**src/rtl/lz4_seq_pkg.sv**
```systemverilog
package lz4_seq_pkg;

  // command codes on in_kind
  typedef enum logic [1:0] {
    K_LIT   = 2'd0,
    K_MATCH = 2'd1,
    K_END   = 2'd2,
    K_NONE  = 2'd3
  } cmd_kind_e;

  // output field currently being written
  typedef enum logic [2:0] {
    S_IDLE   = 3'd0,
    S_TOKEN  = 3'd1,
    S_LEXT   = 3'd2,
    S_LITS   = 3'd3,
    S_OFS_LO = 3'd4,
    S_OFS_HI = 3'd5,
    S_MEXT   = 3'd6
  } emit_state_e;

  localparam int unsigned NIB_SAT = 15;
  localparam int unsigned EXT_STEP = 255;
  localparam int unsigned MIN_MATCH = 4;

endpackage

```
**src/rtl/lz4_seq_lit_store.sv**
```systemverilog
module lz4_seq_lit_store #(
  parameter int unsigned DEPTH = 512,
  localparam int unsigned AW = $clog2(DEPTH),
  localparam int unsigned CW = AW + 1
) (
  input  logic          clk,
  input  logic          rst_n,
  input  logic          push,
  input  logic [7:0]    push_data,
  input  logic          pop,
  output logic [7:0]    head,
  output logic [CW-1:0] count
);

  logic [7:0]    mem [DEPTH];
  logic [AW-1:0] wr_q, wr_d;
  logic [AW-1:0] rd_q, rd_d;
  logic [CW-1:0] cnt_q, cnt_d;

  always_comb begin
    wr_d  = wr_q;
    rd_d  = rd_q;
    cnt_d = cnt_q;
    if (push) wr_d = wr_q + AW'(1);
    if (pop)  rd_d = rd_q + AW'(1);
    case ({push, pop})
      2'b10:   cnt_d = cnt_q + CW'(1);
      2'b01:   cnt_d = cnt_q - CW'(1);
      default: cnt_d = cnt_q;
    endcase
  end

  always_ff @(posedge clk or negedge rst_n) begin
    if (!rst_n) begin
      wr_q  <= '0;
      rd_q  <= '0;
      cnt_q <= '0;
    end else begin
      wr_q  <= wr_d;
      rd_q  <= rd_d;
      cnt_q <= cnt_d;
    end
  end

  always_ff @(posedge clk) begin
    if (push) mem[wr_q] <= push_data;
  end

  assign head  = mem[rd_q];
  assign count = cnt_q;

  p_count_bound_r7: assert property (@(posedge clk) disable iff (!rst_n)
    count <= CW'(DEPTH));

  p_no_underflow_r4: assert property (@(posedge clk) disable iff (!rst_n)
    pop |-> (count != '0));

  p_pop_step_r4: assert property (@(posedge clk) disable iff (!rst_n)
    (pop && !push) |=> (count == $past(count) - CW'(1)));

endmodule

```
**src/rtl/lz4_seq_ext_gen.sv**
```systemverilog
module lz4_seq_ext_gen #(
  parameter int unsigned W = 16
) (
  input  logic         clk,
  input  logic         rst_n,
  input  logic         load,
  input  logic [W-1:0] load_val,
  input  logic         step,
  output logic [7:0]   ext_byte,
  output logic         ext_final
);
  import lz4_seq_pkg::*;

  logic [W-1:0] rem_q, rem_d;

  always_comb begin
    rem_d = rem_q;
    if (load)      rem_d = load_val;
    else if (step) rem_d = rem_q - W'(EXT_STEP);
  end

  always_ff @(posedge clk or negedge rst_n) begin
    if (!rst_n) rem_q <= '0;
    else        rem_q <= rem_d;
  end

  assign ext_final = (rem_q < W'(EXT_STEP));
  assign ext_byte  = ext_final ? rem_q[7:0] : 8'hFF;

  p_ext_shrink_r3: assert property (@(posedge clk) disable iff (!rst_n)
    (step && !load && !ext_final) |=> (rem_q < $past(rem_q)));

endmodule

```
**src/rtl/lz4_seq_ctrl.sv**
```systemverilog
module lz4_seq_ctrl #(
  parameter int unsigned LIT_DEPTH = 512,
  parameter int unsigned OFS_LIMIT = 65535,
  parameter int unsigned LEN_W     = 16,
  parameter int unsigned CW        = 10,
  parameter int unsigned EXT_W     = 16
) (
  input  logic             clk,
  input  logic             rst_n,
  input  logic             in_valid,
  output logic             in_ready,
  input  logic [1:0]       in_kind,
  input  logic [15:0]      in_offset,
  input  logic [LEN_W-1:0] in_mlen,
  input  logic [CW-1:0]    lit_count,
  input  logic [7:0]       lit_head,
  output logic             push,
  output logic             pop,
  input  logic [7:0]       ext_byte,
  input  logic             ext_final,
  output logic             ext_load,
  output logic [EXT_W-1:0] ext_val,
  output logic             ext_step,
  output logic             out_valid,
  input  logic             out_ready,
  output logic [7:0]       out_data,
  output logic             out_last
);
  import lz4_seq_pkg::*;

  emit_state_e      st_q, st_d;
  logic [15:0]      ofs_q, ofs_d;
  logic [LEN_W-1:0] ml_q, ml_d;
  logic             fin_q, fin_d;

  logic       lit_room, match_ok, accept, fire;
  logic       lit_big, ml_big;
  logic [3:0] lit_nib, ml_nib;

  assign lit_room = (lit_count < CW'(LIT_DEPTH));
  assign match_ok = (in_offset != 16'd0) && (32'(in_offset) < OFS_LIMIT)
                    && (in_mlen >= LEN_W'(MIN_MATCH));
  assign lit_big  = (lit_count >= CW'(NIB_SAT));
  assign ml_big   = (ml_q >= LEN_W'(NIB_SAT));
  assign lit_nib  = lit_big ? 4'hF : lit_count[3:0];
  assign ml_nib   = fin_q ? 4'h0 : (ml_big ? 4'hF : ml_q[3:0]);
  assign fire     = out_valid && out_ready;
  assign accept   = in_valid && in_ready;

  always_comb begin
    st_d      = st_q;
    ofs_d     = ofs_q;
    ml_d      = ml_q;
    fin_d     = fin_q;
    in_ready  = 1'b0;
    push      = 1'b0;
    pop       = 1'b0;
    ext_load  = 1'b0;
    ext_val   = '0;
    ext_step  = 1'b0;
    out_valid = (st_q != S_IDLE);
    out_data  = 8'h00;
    out_last  = 1'b0;
    case (st_q)
      S_IDLE: begin
        in_ready = (in_kind == K_LIT) ? lit_room : 1'b1;
        if (accept) begin
          case (in_kind)
            K_LIT:   push = 1'b1;
            K_MATCH: if (match_ok) begin
              ofs_d = in_offset;
              ml_d  = in_mlen - LEN_W'(MIN_MATCH);
              fin_d = 1'b0;
              st_d  = S_TOKEN;
            end
            K_END: begin
              fin_d = 1'b1;
              st_d  = S_TOKEN;
            end
            default: ;
          endcase
        end
      end
      S_TOKEN: begin
        out_data = {lit_nib, ml_nib};
        out_last = fin_q && (lit_count == '0);
        if (fire) begin
          if (lit_big) begin
            ext_load = 1'b1;
            ext_val  = EXT_W'(lit_count - CW'(NIB_SAT));
            st_d     = S_LEXT;
          end else if (lit_count != '0) begin
            st_d = S_LITS;
          end else begin
            st_d = fin_q ? S_IDLE : S_OFS_LO;
          end
        end
      end
      S_LEXT: begin
        out_data = ext_byte;
        if (fire) begin
          ext_step = 1'b1;
          if (ext_final) st_d = S_LITS;
        end
      end
      S_LITS: begin
        out_data = lit_head;
        out_last = fin_q && (lit_count == CW'(1));
        if (fire) begin
          pop = 1'b1;
          if (lit_count == CW'(1)) st_d = fin_q ? S_IDLE : S_OFS_LO;
        end
      end
      S_OFS_LO: begin
        out_data = ofs_q[7:0];
        if (fire) st_d = S_OFS_HI;
      end
      S_OFS_HI: begin
        out_data = ofs_q[15:8];
        if (fire) begin
          if (ml_big) begin
            ext_load = 1'b1;
            ext_val  = EXT_W'(ml_q - LEN_W'(NIB_SAT));
            st_d     = S_MEXT;
          end else begin
            st_d = S_IDLE;
          end
        end
      end
      S_MEXT: begin
        out_data = ext_byte;
        if (fire) begin
          ext_step = 1'b1;
          if (ext_final) st_d = S_IDLE;
        end
      end
      default: st_d = S_IDLE;
    endcase
  end

  always_ff @(posedge clk or negedge rst_n) begin
    if (!rst_n) begin
      st_q  <= S_IDLE;
      ofs_q <= '0;
      ml_q  <= '0;
      fin_q <= 1'b0;
    end else begin
      st_q  <= st_d;
      ofs_q <= ofs_d;
      ml_q  <= ml_d;
      fin_q <= fin_d;
    end
  end

  p_hold_r8: assert property (@(posedge clk) disable iff (!rst_n)
    (out_valid && !out_ready) |=>
      (out_valid && $stable(out_data) && $stable(out_last)));

  p_close_r5: assert property (@(posedge clk) disable iff (!rst_n)
    (out_valid && out_ready && out_last) |=>
      (st_q == S_IDLE && lit_count == '0));

  p_drop_r6: assert property (@(posedge clk) disable iff (!rst_n)
    (st_q == S_IDLE && in_valid && in_kind == 2'd1 &&
     (in_mlen < LEN_W'(MIN_MATCH) || in_offset == 16'd0)) |=> !out_valid);

  p_busy_r7: assert property (@(posedge clk) disable iff (!rst_n)
    (out_valid && !out_ready) |=> !in_ready);

endmodule

```
**src/rtl/lz4_seq_packer.sv**
```systemverilog
module lz4_seq_packer #(
  parameter int unsigned LIT_DEPTH = 512,
  parameter int unsigned OFS_LIMIT = 65535,
  parameter int unsigned LEN_W     = 16
) (
  input  logic             clk,
  input  logic             rst_n,
  input  logic             in_valid,
  output logic             in_ready,
  input  logic [1:0]       in_kind,
  input  logic [7:0]       in_byte,
  input  logic [15:0]      in_offset,
  input  logic [LEN_W-1:0] in_mlen,
  output logic             out_valid,
  input  logic             out_ready,
  output logic [7:0]       out_data,
  output logic             out_last
);

  localparam int unsigned CW    = $clog2(LIT_DEPTH) + 1;
  localparam int unsigned EXT_W = (CW > LEN_W) ? CW : LEN_W;

  logic             push, pop;
  logic [7:0]       lit_head;
  logic [CW-1:0]    lit_count;
  logic             ext_load, ext_step, ext_final;
  logic [EXT_W-1:0] ext_val;
  logic [7:0]       ext_byte;

  lz4_seq_lit_store #(.DEPTH(LIT_DEPTH)) u_store (
    .clk       (clk),
    .rst_n     (rst_n),
    .push      (push),
    .push_data (in_byte),
    .pop       (pop),
    .head      (lit_head),
    .count     (lit_count)
  );

  lz4_seq_ext_gen #(.W(EXT_W)) u_ext (
    .clk       (clk),
    .rst_n     (rst_n),
    .load      (ext_load),
    .load_val  (ext_val),
    .step      (ext_step),
    .ext_byte  (ext_byte),
    .ext_final (ext_final)
  );

  lz4_seq_ctrl #(
    .LIT_DEPTH (LIT_DEPTH),
    .OFS_LIMIT (OFS_LIMIT),
    .LEN_W     (LEN_W),
    .CW        (CW),
    .EXT_W     (EXT_W)
  ) u_ctrl (
    .clk       (clk),
    .rst_n     (rst_n),
    .in_valid  (in_valid),
    .in_ready  (in_ready),
    .in_kind   (in_kind),
    .in_offset (in_offset),
    .in_mlen   (in_mlen),
    .lit_count (lit_count),
    .lit_head  (lit_head),
    .push      (push),
    .pop       (pop),
    .ext_byte  (ext_byte),
    .ext_final (ext_final),
    .ext_load  (ext_load),
    .ext_val   (ext_val),
    .ext_step  (ext_step),
    .out_valid (out_valid),
    .out_ready (out_ready),
    .out_data  (out_data),
    .out_last  (out_last)
  );

endmodule

```
**config.mk**
```make
export PLATFORM = sky130hd
export DESIGN_NAME = lz4_seq_packer
export DESIGN_NICKNAME = d
export VERILOG_FILES = /design/src/rtl/lz4_seq_pkg.sv /design/src/rtl/lz4_seq_lit_store.sv /design/src/rtl/lz4_seq_ext_gen.sv /design/src/rtl/lz4_seq_ctrl.sv /design/src/rtl/lz4_seq_packer.sv
export SDC_FILE = /design/constraint.sdc
export NUM_CORES = 2
export LEC_CHECK = 0
export BUFFER_PORTS_ARGS = -buffer_cell sky130_fd_sc_hd__buf_4
export CORE_UTILIZATION = 55
export DETAILED_ROUTE_END_ITERATION = 10
export PLACE_DENSITY_LB_ADDON = 0.1
export SETUP_SLACK_MARGIN = 0.4
export SYNTH_ARGS = -nofsm -noshare
export SYNTH_HDL_FRONTEND = slang
export SYNTH_HIERARCHICAL = 1
export SYNTH_SLANG_ARGS = --single-unit
```
**constraint.sdc**
```tcl
create_clock -name clk -period 4.5 [get_ports clk]
set_input_delay 0.675 -clock clk [delete_from_list [all_inputs] [get_ports clk]]
set_output_delay 0.675 -clock clk [all_outputs]
set_load 0.005 [all_outputs]
```
==> impl_metrics.env <==
export IMPL_ant_nets=0
export IMPL_port_buffers=56
export IMPL_core_mm2=0.2973
export IMPL_async_reset_ff_frac=0.01916
export IMPL_drt_pass1_iterations=5
export IMPL_path_max_fanout=12
export IMPL_start_kind="register"
export IMPL_setup_viol=8
export IMPL_dieArea_mm2=0.3013
export IMPL_nets=9083
export IMPL_hold_violations=0
export IMPL_critPathArrivalTime_ns=5.13
export IMPL_layout_cells_non_filler=13330
export IMPL_status="complete, but fails checks"
export IMPL_powerDensity_mw_per_mm2=587.3
export IMPL_tns_ns=-9.889
export IMPL_drtIter0Drc=11730
export IMPL_syn_num_nets=7999
export IMPL_synth_warnings=6
export IMPL_min_period_over_period=1.290
export IMPL_ys_flop_type="edfxtp_1"
export IMPL_tightest_slew_ns=1.376
export IMPL_antenna_found_initial=24
export IMPL_start_util=0.5533
export IMPL_synth_distinct_cells=88
export IMPL_slew_violations=0
export IMPL_clockBufferDepth=4
export IMPL_clkSlewWorstSetupHoldPaths_ns=0.06
export IMPL_root_buffer="clkbuf_16"
export IMPL_utilization=0.6472
export IMPL_finClkSkew_ns=0.08761
export IMPL_grt_use_total=0.3082
export IMPL_post_dp_cell_area_mm2=0.1765
export IMPL_grt_max_degree=119
export IMPL_fmax_mhz=172.3
export IMPL_peakVddDrop_uv=445.7
export IMPL_worst_slack_ns=-1.304
export IMPL_relSlewSlack=0.08089
export IMPL_row_count=200
export IMPL_setup_worst_path_class="register to primary output"
export IMPL_clock_sinks=4176
export IMPL_drive_gt1_frac=0.3113
export IMPL_design_area_mm2=0.1924
export IMPL_synthCells=7937
export IMPL_placedCellCount=12420
export IMPL_cp_end_kind="primary output"
export IMPL_worst_skew_pair_late_latency_ns=0.97
export IMPL_ios=57
export IMPL_tritoncts="yes"
export IMPL_htreeDepth=5
export IMPL_hold_class="input pin to register"
export IMPL_wl_mm=461.8
export IMPL_p_leak_nw=62.54
export IMPL_rsz0062_at_grt="true"
export IMPL_fp_dieW_um=548.9
export IMPL_grt_first_pass_wirelength_mm=653.4
export IMPL_hpwl_mm=291.8
export IMPL_first_global_vias=86310
export IMPL_drv_cap=0
export IMPL_ys_ff_latch=4176
export IMPL_area_growth_pct=16.96
export IMPL_holdWs_ns=0.06369
export IMPL_routabilityCongestion=0.8951
export IMPL_wire_per_inst_um=34.66
export IMPL_cts_buffers=417
export IMPL_syn_area_mm2=0.1645
export IMPL_seq_area_frac_synth=0.7599
export IMPL_post_route_drc_count=0
export IMPL_vias_per_cell=6.576
export IMPL_synth_avg_cell_area_um2=20.73
export IMPL_timing_final_crit_period_ns=5.804
export IMPL_vias=87630
export IMPL_synth_edf_count=4096
export IMPL_failed_checks="negative setup slack"
export IMPL_overflow=0
export IMPL_crit_required_ns=3.83
export IMPL_die_h_um=548.9
-- final timing paths --
check,start,endpoint,slack (ns),cells after the start
setup / recovery,u_store/rd_q[0],out_data[7],-1.30,16
hold / removal,in_mlen[7],u_ctrl/ml_q[7],0.06,3
setup reg to reg,u_ctrl/st_q[1],u_store/mem[297][7],0.48,7
hold reg to reg,u_ctrl/ofs_q[0],u_ctrl/ofs_q[0],0.51,1
max in group asynchronous,rst_n,u_ctrl/ml_q[14],3.08,3
min in group asynchronous,rst_n,u_store/rd_q[5],0.35,2
-- repair_timing --
item                       CTS  global route
pin swaps                   37            28
gates cloned                12             3
setup endpoints to repair   88           341
resized for setup          203            85
hold buffers                23             0
buffers inserted            60            21
hold endpoints to repair    61             0
-- worst max-delay path: stages (launching register included) --
cell and delay [ns]:
dfrtp_4 0.50, buf_12 0.13, buf_8 0.11, buf_12 0.17, buf_6 0.24, mux4_2 0.52, mux4_2 0.51, nor2_1 0.26
nor4_1 0.16, a311oi_2 0.41, a31oi_2 0.16, o32a_1 0.34, nand2_2 0.15, o21ai_2 0.07, nand2_1 0.09, o211ai_1 0.15
buf_4 0.18
-- cells in the mapped netlist, types with 14 or more instances --
cell | n | share of area
edfxtp_1 | 4096 | 0.75
mux4_2 | 991 | 0.14
nor2_1 | 604 | 0.014
mux2i_1 | 336 | 0.020
clkbuf_1 | 228 | 0.0052
nand2_1 | 214 | 0.0049
a21oi_1 | 136 | 0.0041
o21ai_0 | 124 | 0.0038
buf_2 | 115 | 0.0035
a22oi_1 | 85 | 0.0039
dfrtp_1 | 80 | 0.012
buf_6 | 76 | 0.0052
a221oi_1 | 70 | 0.0037
nand3_1 | 64 | 0.0019
o22ai_1 | 52 | 0.0020
o221ai_1 | 49 | 0.0026
xnor2_1 | 45 | 0.0024
o211ai_1 | 43 | 0.0020
buf_4 | 39 | 0.0018
inv_1 | 32 | 0.00073
nor3_1 | 31 | 0.00094
xor2_1 | 29 | 0.0015
buf_1 | 28 | 0.00064
mux2_2 | 25 | 0.0017
nor4_1 | 23 | 0.00087
a211oi_1 | 22 | 0.0010
and2_1 | 21 | 0.00080
nor2b_1 | 21 | 0.00080
nand4_1 | 20 | 0.00076
a311oi_1 | 16 | 0.00085
ha_1 | 16 | 0.0012
mux2_4 | 14 | 0.0013
-- cell usage in the layout (no fill, tap or decap), types with 76 or more instances in the layout --
master | Yosys | routed
clkbuf_1 | 228 | 98
nand2_1 | 214 | 201
a22oi_1 | 85 | 76
nor2_1 | 604 | 581
clkbuf_16 | 0 | 427
mux4_2 | 991 | 991
buf_12 | 2 | 145
clkinv_1 | 1 | 110
buf_4 | 39 | 900
mux2i_1 | 336 | 330
edfxtp_1 | 4096 | 4096
o21ai_0 | 124 | 105
a21oi_1 | 136 | 126
-- cell type report --
class                   count  area (um2)
diodes                      9       22.52
clock buffers             522       10960
clock inverters           253        2321
fillers                 19760      104900
inverters                  34       152.6
multi-input cells        3230       37450
flip-flops and latches   4176      125000
well taps                3939        4928
repair buffers           1162       11550
-- per-stage QoR --
step                setup WS [ns]  power [mW]
floorplan                  0.6229       62.99
global placement           -1.089       76.88
detailed placement        -0.8944       77.04
CTS                        -1.304       112.6
global route               -1.341       116.0
finish                     -1.304       113.0
-- logic make-up (layout without fill, tap and decap cells) --
logic type / Yosys count / in the layout / synth area share
AOI/OAI and AO/OA: 703 / 703 / 0.02960
xor gates and xnor gates: 74 / 74 / 0.003940
adders and majority gates: 16 / 16 / 0.001217
buffers and inverters: 531 / 1971 / 0.01816
DFF: 4176 / 4176 / 0.7599
muxes: 1366 / 1366 / 0.1591
other: 0 / 9 / 0
and+or+nand+nor: 1071 / 1071 / 0.02807
-- report_power, final --
| group | switching, mW | leakage (nW) | internal [mW] |
|---|---|---|---|
| combinational | 18.7 | 18.3 | 16.9 |
| sequential | 0.459 | 37.8 | 43.0 |
| clock | 14.7 | 6.47 | 19.3 |
-- routing by layer --
metal | wire length [um] | vias to the layer above | global-route usage
li1 | - | 35210 | -
met1 | 182400 | 46760 | 0.4509
met2 | 215200 | 4826 | 0.4740
met3 | 46420 | 816 | 0.05541
met4 | 17700 | 16 | 0.1055
met5 | 93 | - | 0
-- flip-flops by register name, indices dropped and copies added, names as in the netlist --
register       flops
u_ctrl/fin_q       1
u_ctrl/ml_q       16
u_ctrl/ofs_q      16
u_ctrl/st_q        3
u_ext/rem_q       16
u_store/count     10
u_store/mem     4096
u_store/rd_q       9
u_store/wr_q       9
Note: power is estimated with default switching activity, not from simulation.
